[src/rtl/fetch_pkg.sv]
package fetch_pkg;
  localparam int unsigned INSTR_W = 32;
  localparam int unsigned WPC_W   = 30;
  localparam int unsigned TGT_W   = 26;
  localparam int unsigned IMM_W   = 16;
  localparam int unsigned HI_W    = WPC_W - TGT_W;

  typedef enum logic [1:0] {
    NSEL_SEQ = 2'd0,
    NSEL_BR  = 2'd1,
    NSEL_JMP = 2'd2
  } nsel_e;

  function automatic logic [INSTR_W-1:0] store_word(input int unsigned k);
    logic [INSTR_W-1:0] prod;
    prod = INSTR_W'(k) * 32'h9E3779B9;
    return prod ^ 32'hA5F0FFFE;
  endfunction

  function automatic logic [WPC_W-1:0] sext_off(input logic [IMM_W-1:0] imm);
    return {{(WPC_W-IMM_W){imm[IMM_W-1]}}, imm};
  endfunction
endpackage

[src/rtl/fetch_pc_reg.sv]
module fetch_pc_reg #(
  parameter int unsigned W = 30
) (
  input  logic         clk,
  input  logic         rst,
  input  logic [W-1:0] pc_d,
  output logic [W-1:0] pc_q
);
  always_ff @(posedge clk) begin
    if (rst) pc_q <= '0;
    else     pc_q <= pc_d;
  end
endmodule

[src/rtl/fetch_imem.sv]
module fetch_imem #(
  parameter int unsigned AW = 6,
  parameter int unsigned DW = 32
) (
  input  logic [AW-1:0] idx,
  output logic [DW-1:0] word
);
  import fetch_pkg::*;
  localparam int unsigned DEPTH = 1 << AW;

  logic [DW-1:0] rom [DEPTH];

  for (genvar g = 0; g < DEPTH; g++) begin : g_word
    assign rom[g] = DW'(store_word(g));
  end

  assign word = rom[idx];
endmodule

[src/rtl/fetch_npc_add.sv]
module fetch_npc_add #(
  parameter int unsigned W    = 30,
  parameter bit          FAST = 1'b1
) (
  input  logic [W-1:0] pc,
  input  logic [W-1:0] off,
  input  logic         take,
  output logic [W-1:0] npc
);
  if (FAST) begin : g_fast
    logic [W-1:0] inc_v;
    logic [W-1:0] br_v;
    assign inc_v = pc + W'(1);
    assign br_v  = pc + off + W'(1);
    assign npc   = take ? br_v : inc_v;
  end else begin : g_cheap
    logic [W-1:0] opnd;
    logic         cin;
    assign opnd = take ? off : '0;
    assign cin  = 1'b1;
    assign npc  = pc + opnd + W'(cin);
  end
endmodule

[src/rtl/fetch_unit.sv]
module fetch_unit #(
  parameter bit          FAST_NPC = 1'b1,
  parameter int unsigned IMEM_AW  = 6
) (
  input  logic        clk,
  input  logic        rst,
  input  logic        branch_i,
  input  logic        zero_i,
  input  logic        jump_i,
  output logic [31:0] iaddr_o,
  output logic [31:0] instr_o
);
  import fetch_pkg::*;

  logic [WPC_W-1:0]   wpc;
  logic [WPC_W-1:0]   wpc_nxt;
  logic [WPC_W-1:0]   add_res;
  logic [WPC_W-1:0]   jmp_res;
  logic [WPC_W-1:0]   off;
  logic [INSTR_W-1:0] iw;
  logic               br_take;
  nsel_e              sel;

  fetch_pc_reg #(.W(WPC_W)) u_pc (
    .clk (clk),
    .rst (rst),
    .pc_d(wpc_nxt),
    .pc_q(wpc)
  );

  fetch_imem #(.AW(IMEM_AW), .DW(INSTR_W)) u_mem (
    .idx (wpc[IMEM_AW-1:0]),
    .word(iw)
  );

  assign off     = sext_off(iw[IMM_W-1:0]);
  assign br_take = branch_i & zero_i;

  fetch_npc_add #(.W(WPC_W), .FAST(FAST_NPC)) u_add (
    .pc  (wpc),
    .off (off),
    .take(br_take),
    .npc (add_res)
  );

  assign jmp_res = {wpc[WPC_W-1 -: HI_W], iw[TGT_W-1:0]};

  always_comb begin
    if (jump_i)       sel = NSEL_JMP;
    else if (br_take) sel = NSEL_BR;
    else              sel = NSEL_SEQ;
  end

  always_comb begin
    unique case (sel)
      NSEL_JMP: wpc_nxt = jmp_res;
      default:  wpc_nxt = add_res;
    endcase
  end

  assign iaddr_o = {wpc, 2'b00};
  assign instr_o = iw;


  seq_step_chk: assert property (@(posedge clk) disable iff (rst)
    (!jump_i && !(branch_i && zero_i)) |=> (iaddr_o == $past(iaddr_o) + 32'd4));


  br_take_chk: assert property (@(posedge clk) disable iff (rst)
    (!jump_i && branch_i && zero_i) |=>
      (iaddr_o == $past(iaddr_o) + 32'd4 + {{14{$past(instr_o[15])}}, $past(instr_o[15:0]), 2'b00}));


  jump_dst_chk: assert property (@(posedge clk) disable iff (rst)
    jump_i |=> (iaddr_o == {$past(iaddr_o[31:28]), $past(instr_o[25:0]), 2'b00}));


  jump_prio_chk: assert property (@(posedge clk) disable iff (rst)
    (jump_i && branch_i && zero_i) |=> (iaddr_o[27:2] == $past(instr_o[25:0])));


  wrap_chk: assert property (@(posedge clk) disable iff (rst)
    (!jump_i && !branch_i && iaddr_o == 32'hFFFFFFFC) |=> (iaddr_o == 32'd0));
endmodule

[config.mk]
export PLATFORM = sky130hd
export DESIGN_NAME = fetch_unit
export DESIGN_NICKNAME = d
export VERILOG_FILES = /design/src/rtl/fetch_pkg.sv /design/src/rtl/fetch_pc_reg.sv /design/src/rtl/fetch_imem.sv /design/src/rtl/fetch_npc_add.sv /design/src/rtl/fetch_unit.sv
export SDC_FILE = /design/constraint.sdc
export NUM_CORES = 1
export LEC_CHECK = 0
export CORE_MARGIN = 4
export CORE_UTILIZATION = 42
export CTS_CLUSTER_SIZE = 8
export DETAILED_ROUTE_END_ITERATION = 16
export GPL_TIMING_DRIVEN = 0
export SETUP_SLACK_MARGIN = 0.5
export SYNTH_ARGS = -nofsm -noshare
export SYNTH_HDL_FRONTEND = slang
export SYNTH_SLANG_ARGS = --single-unit
[constraint.sdc]
create_clock -name clk -period 11.9 [get_ports clk]
set_input_delay 2.975 -clock clk [delete_from_list [all_inputs] [get_ports clk]]
set_output_delay 2.975 -clock clk [all_outputs]
set_load 0.03 [all_outputs]
# Yosys cells after proc, flatten, opt, wreduce, memory -nomap -nowiden
# Memories as Yosys holds them, arrays and structs flattened.
# Index checks and enable logic that the tools add are counted.
[op_classes] n_addsub=3 muxes=6 n_bitwise=2 n_eq_ne=1 n_lt_le_gt_ge=1
[op_table] cell="$mux 32" n=2
[op_table] cell="$add 30x1->30 const B" n=2
[op_table] cell="$add 30x30->30" n=1
[op_table] cell="$mux 30" n=1
[op_table] cell="$mux 26" n=1
[op_table] cell="$ge 7x7->1 const B" n=1
[op_table] cell="$not 6->7" n=1
[op_table] cell="$eq 2x2->1 const B" n=1
[op_table] cell="$mux 2" n=1
[op_table] cell="$and 1x1->1" n=1
[op_table] cell="$mux 1" n=1
[totals] elab_cells=16 inputBits=5 mem_count=1 regBits=30 rom_bits=2048 output_inout_bits=64
[memory_table] memory="(no name shown)" words=64 width=32 rd=1 rd_ports_with_merged_regs=0 write_ports=0 line="fetch_imem.sv:17" text="assign word = rom[idx];"

# Logic depth before layout (Yosys ltp)
[logic_depth] depth_word=8 mapped_depth=22 mapped_depth_nobuf=18

# By module
# A second synthesis with hierarchy kept.
[unflattened] hier_cells=879 area_unflattened_um2=6392.4
[by_module_without_submodules] mod="fetch_imem" area_each_um2=2512.4 seq_area_each_um2=0.0 n_inst=1 cells_per_inst=405
[by_module_without_submodules] mod="fetch_npc_add" area_each_um2=2488.6 seq_area_each_um2=0.0 n_inst=1 cells_per_inst=374
[by_module_without_submodules] mod="fetch_pc_reg" area_each_um2=882.1 seq_area_each_um2=600.6 n_inst=1 cells_per_inst=63
[by_module_without_submodules] mod="fetch_unit" area_each_um2=509.2 seq_area_each_um2=0.0 n_inst=1 cells_per_inst=37

# Least setup slack after synthesis
# Ideal clock, no wire load.
[synth_path] kind="register to output" startpoint="register u_pc.pc_q[0]" endpoint="output instr_o[29]" arrival_ns=3.732 path_slack_ns=5.193 required_ns=8.925 path_stages_with_launch=13 n_path_buf=6 cell_sequence="dfxtp_1 -> buf_2 -> buf_1 -> inv_1 -> clkbuf_1 -> ha_1 -> clkbuf_1 -> clkbuf_1 -> clkbuf_1 -> a21oi_1 -> a31oi_1 -> a221oi_1 -> o21ai_0"
[synth_between] elab_chain_cells=4
[synth_rtl] item="start, declared" line="fetch_pc_reg.sv:7" text="output logic [W-1:0] pc_q"
[synth_rtl] item="start signal, assigned" line="fetch_pc_reg.sv:11" text="else pc_q <= pc_d;"
[synth_rtl] item="$not 6->7 (implied by the code)" line="fetch_imem.sv:17"
[synth_rtl] item="$mem_v2 64x32"
[synth_rtl] item="$mux 32 (implied by the code) (2 in series)" line="fetch_imem.sv:17"
[synth_rtl] item="end, declared" line="fetch_unit.sv:11" text="output logic [31:0] instr_o"
# Every way passes these cells. The select of a mux whose other input is x is not followed.

# Final worst setup path
# Ends and elaborated chain as after synthesis.

==> flow_summary.toml <==
[outcome]
status = "finished clean"

[global_route]
first_global_vias = 6880
grt_antenna_before_repair = 0
grt_pass1_wl_um = 40900
global_route.overflow_total = 0
grt_max_degree = 14
groute.usage.overall_pct = 35.4

[clocking]
clockRootBuffer = "clkbuf_16"
hold_buffers = 0
post-cts-setup-buffers = 0
cts_resized = 0
clk_path_buf_depth = 2
number_of_cts_inserted_buffers = 5
numClockSinks = 30
clk_latency_ns = 0.30
tritoncts = "built"
clk_slew_on_worst_s_h_paths_ns = 0.06
htreeDepth = 2

[sta]
maxSlewViolCount = 0
achievable-frequency_mhz = 114
post_route_clock_skew_ns = 0.00630
rsz_0062_raised_after_global_routing = "false"
maxSlewHeadroom_pct = 22.6
final-hold-violation-count = 0
report.final.setup_viol = 0
setup_tns_ns = 0
min_period_over_period_pct = 73.6
hold_slack_ns = 0.612
worstMarginPinSlew_ns = 1.15
period_needed_ns = 8.75

[setup_path]
cpMaxStageDelayCell = "clkdlybuf4s50_1"
cp_cell_sequence = "buf_2 > buf_1 > inv_1 > clkbuf_1 > ha_1 > clkbuf_1 > clkbuf_1 > clkbuf_1 > a21oi_1 > a31oi_1 > a221oi_1 > o21ai_0 > clkdlybuf4s50_1"
critPathKind = "flip-flop to output pin"
worstSetupEndpointType = "output pin"
critical-path-top-delay-family = "buffers and inverters"
crit_path_start_kind = "flip-flop"
max_stage_delay_ns = 0.72
critPathMostFrequentCell = "clkbuf_1"
crit_buf_inv = 8
cp_max_fo = 13
timing.critical_path.required_ns = 8.93
worstPathArrival_ns = 5.78

[finish]
fraction_of_layout_cells_with_a_size_suffix_above_1_pct = 7.02
nets = 970
insertedDiodeCount = 0
layout.area.seq_um2 = 601
layout.filler_cells = 1439
multiInputGateArea_um2 = 4660
largest_register_ff_count = 30
area_growth_pct = 18.2
regs_by_ff_count = "u_pc.pc_q x30"
max_flop_register = "u_pc.pc_q"

[floorplanning]
area_inside_the_core_boundary_um2 = 13200
rows = 42
die_height_um = 124
design.die.area_um2 = 15400
starting_density_of_the_core_pct = 42.8
die_x_um = 124
ioPinCount = 69

[yosys]
synth_seq_cells = 30
seq_area_frac_synth_pct = 10.6
synthesized_netlist_cell_count = 851
synth_async_sr_flop_share_pct = 0
ys_top_cells_by_area = "dfxtp_1, a21oi_1, ha_1"
netlist-cell-type-count = 79
yosysTopAreaCellShare_pct = 10.6
synth.most_common_cell = "a21oi_1"
ys_warn_count = 0
avgSynthCellArea_um2 = 6.66
netlist_area_um2 = 5670
postSynth.topFlopCell = "dfxtp_1"
synth_top_cells_by_count = "a21oi_1, nand2_1, nor2_1"
synth-edff-count = 0
synth_top_area_cell = "dfxtp_1"

[route]
wire_per_inst_um = 24.8
vias_per_cell = 6.76
detail_route.first_pass.iterations = 6
drc_markers = 0
drt_wl_total_um = 27300
detailroute.via_count = 7455
antenna_violating_nets_post_route = 0
detail_route.iter0.violations = 1005

[worst_hold_path]
hold_class = "flip-flop to flip-flop"

[place]
routabilityCongestion = 1.03
numPortBuffers = 65
place.detailed.hpwl_um = 20600

[power]
powerDensity_nw_per_um2 = 196
p_leak_nw = 2.55
worst_ir_drop_vdd_mv = 0.0736

[run]
drv.max_cap_violation_count = 0
cells by family after synthesis:
family | Yosys count | synth area share, %
compound gates | 332 | 37.6
simple gates | 285 | 23.6
buf+inv | 95 | 7.22
xor+xnor | 48 | 7.42
fa+ha+maj | 41 | 9.01
flops | 30 | 10.6
mux | 19 | 4.53
other cells | 1 | 0.0662
worst paths after layout:
kind                  from       endpoint  slack (ns)  cells past startpoint
max           u_pc.pc_q[0]    instr_o[29]        3.15                     13
min reg2reg  u_pc.pc_q[26]  u_pc.pc_q[26]        0.61                      2
min          u_pc.pc_q[26]  u_pc.pc_q[26]        0.61                      2
max reg2reg   u_pc.pc_q[0]  u_pc.pc_q[24]        4.73                     19
cell type report:
class	count	share of cell area, %
Inverter	20	1.12
Clock buffer	7	2.13
Timing Repair Buffer	66	9.83
Multi-Input combinational cell	727	69.6
Sequential cell	30	8.97
Tap cell	176	3.29
Buffer	75	4.99
Clock inverter	1	0.0747
layout by cell type, fill, tap and decap left out, drive strengths merged, types with 13 or more instances in the layout:
cell / Yosys / final
a211oi: 25 / 25
inv: 20 / 20
dfxtp: 30 / 30
nand3: 21 / 21
a21oi: 115 / 115
a31oi: 15 / 15
nand2: 92 / 92
nor2: 88 / 88
buf: 43 / 44
xnor2: 30 / 30
nor3: 16 / 16
clkbuf: 32 / 39
xor2: 18 / 18
ha: 40 / 40
o21ai: 69 / 69
clkdlybuf4s50: 0 / 65
a21o: 13 / 13
report_power, final:
| part | leakage, nW | total, mW | switching (mW) | internal (mW) |
|---|---|---|---|---|
| Combinational | 2.23 | 1.03 | 0.655 | 0.373 |
| Clock | 0.0739 | 0.136 | 0.0530 | 0.0830 |
| Sequential | 0.249 | 0.150 | 0.0319 | 0.118 |
| Total | 2.55 | 1.31 | 0.740 | 0.573 |
metal layers:
layer  routed length (um)  vias up  global-route usage (%)
met4                 1320        2                    16.3
met2                11500      520                    52.6
met3                 3290       98                    11.1
li1                     -     3296                       -
met1                11100     3539                    46.3
met5                   60        -                    2.78
per-stage QoR:
| step | instance area (um2) | total power, mW | setup slack, ns | cells | utilization [%] |
|---|---|---|---|---|---|
| 5_1_grt | 6700 | 1.39 | 3.11 | 1102 | 50.6 |
| 2_1_floorplan | 5670 | 0.824 | 5.19 | 852 | - |
| 3_3_place_gp | 6540 | 1.13 | 3.64 | 1093 | 49.4 |
| 4_1_cts | 6700 | 1.28 | 3.42 | 1102 | 50.6 |
| 3_5_place_dp | 6550 | 1.14 | 3.74 | 1094 | 49.5 |
| 6_report | 6700 | 1.31 | 3.15 | 1102 | 50.6 |
worst min-delay path, delay by kind of cell (launching register included):
| kind | cells | cell delay (ns) |
|---|---|---|
| flops | 1 | 0.34 |
| compound gates | 2 | 0.22 |
Power figures use the tool's default switching activity.
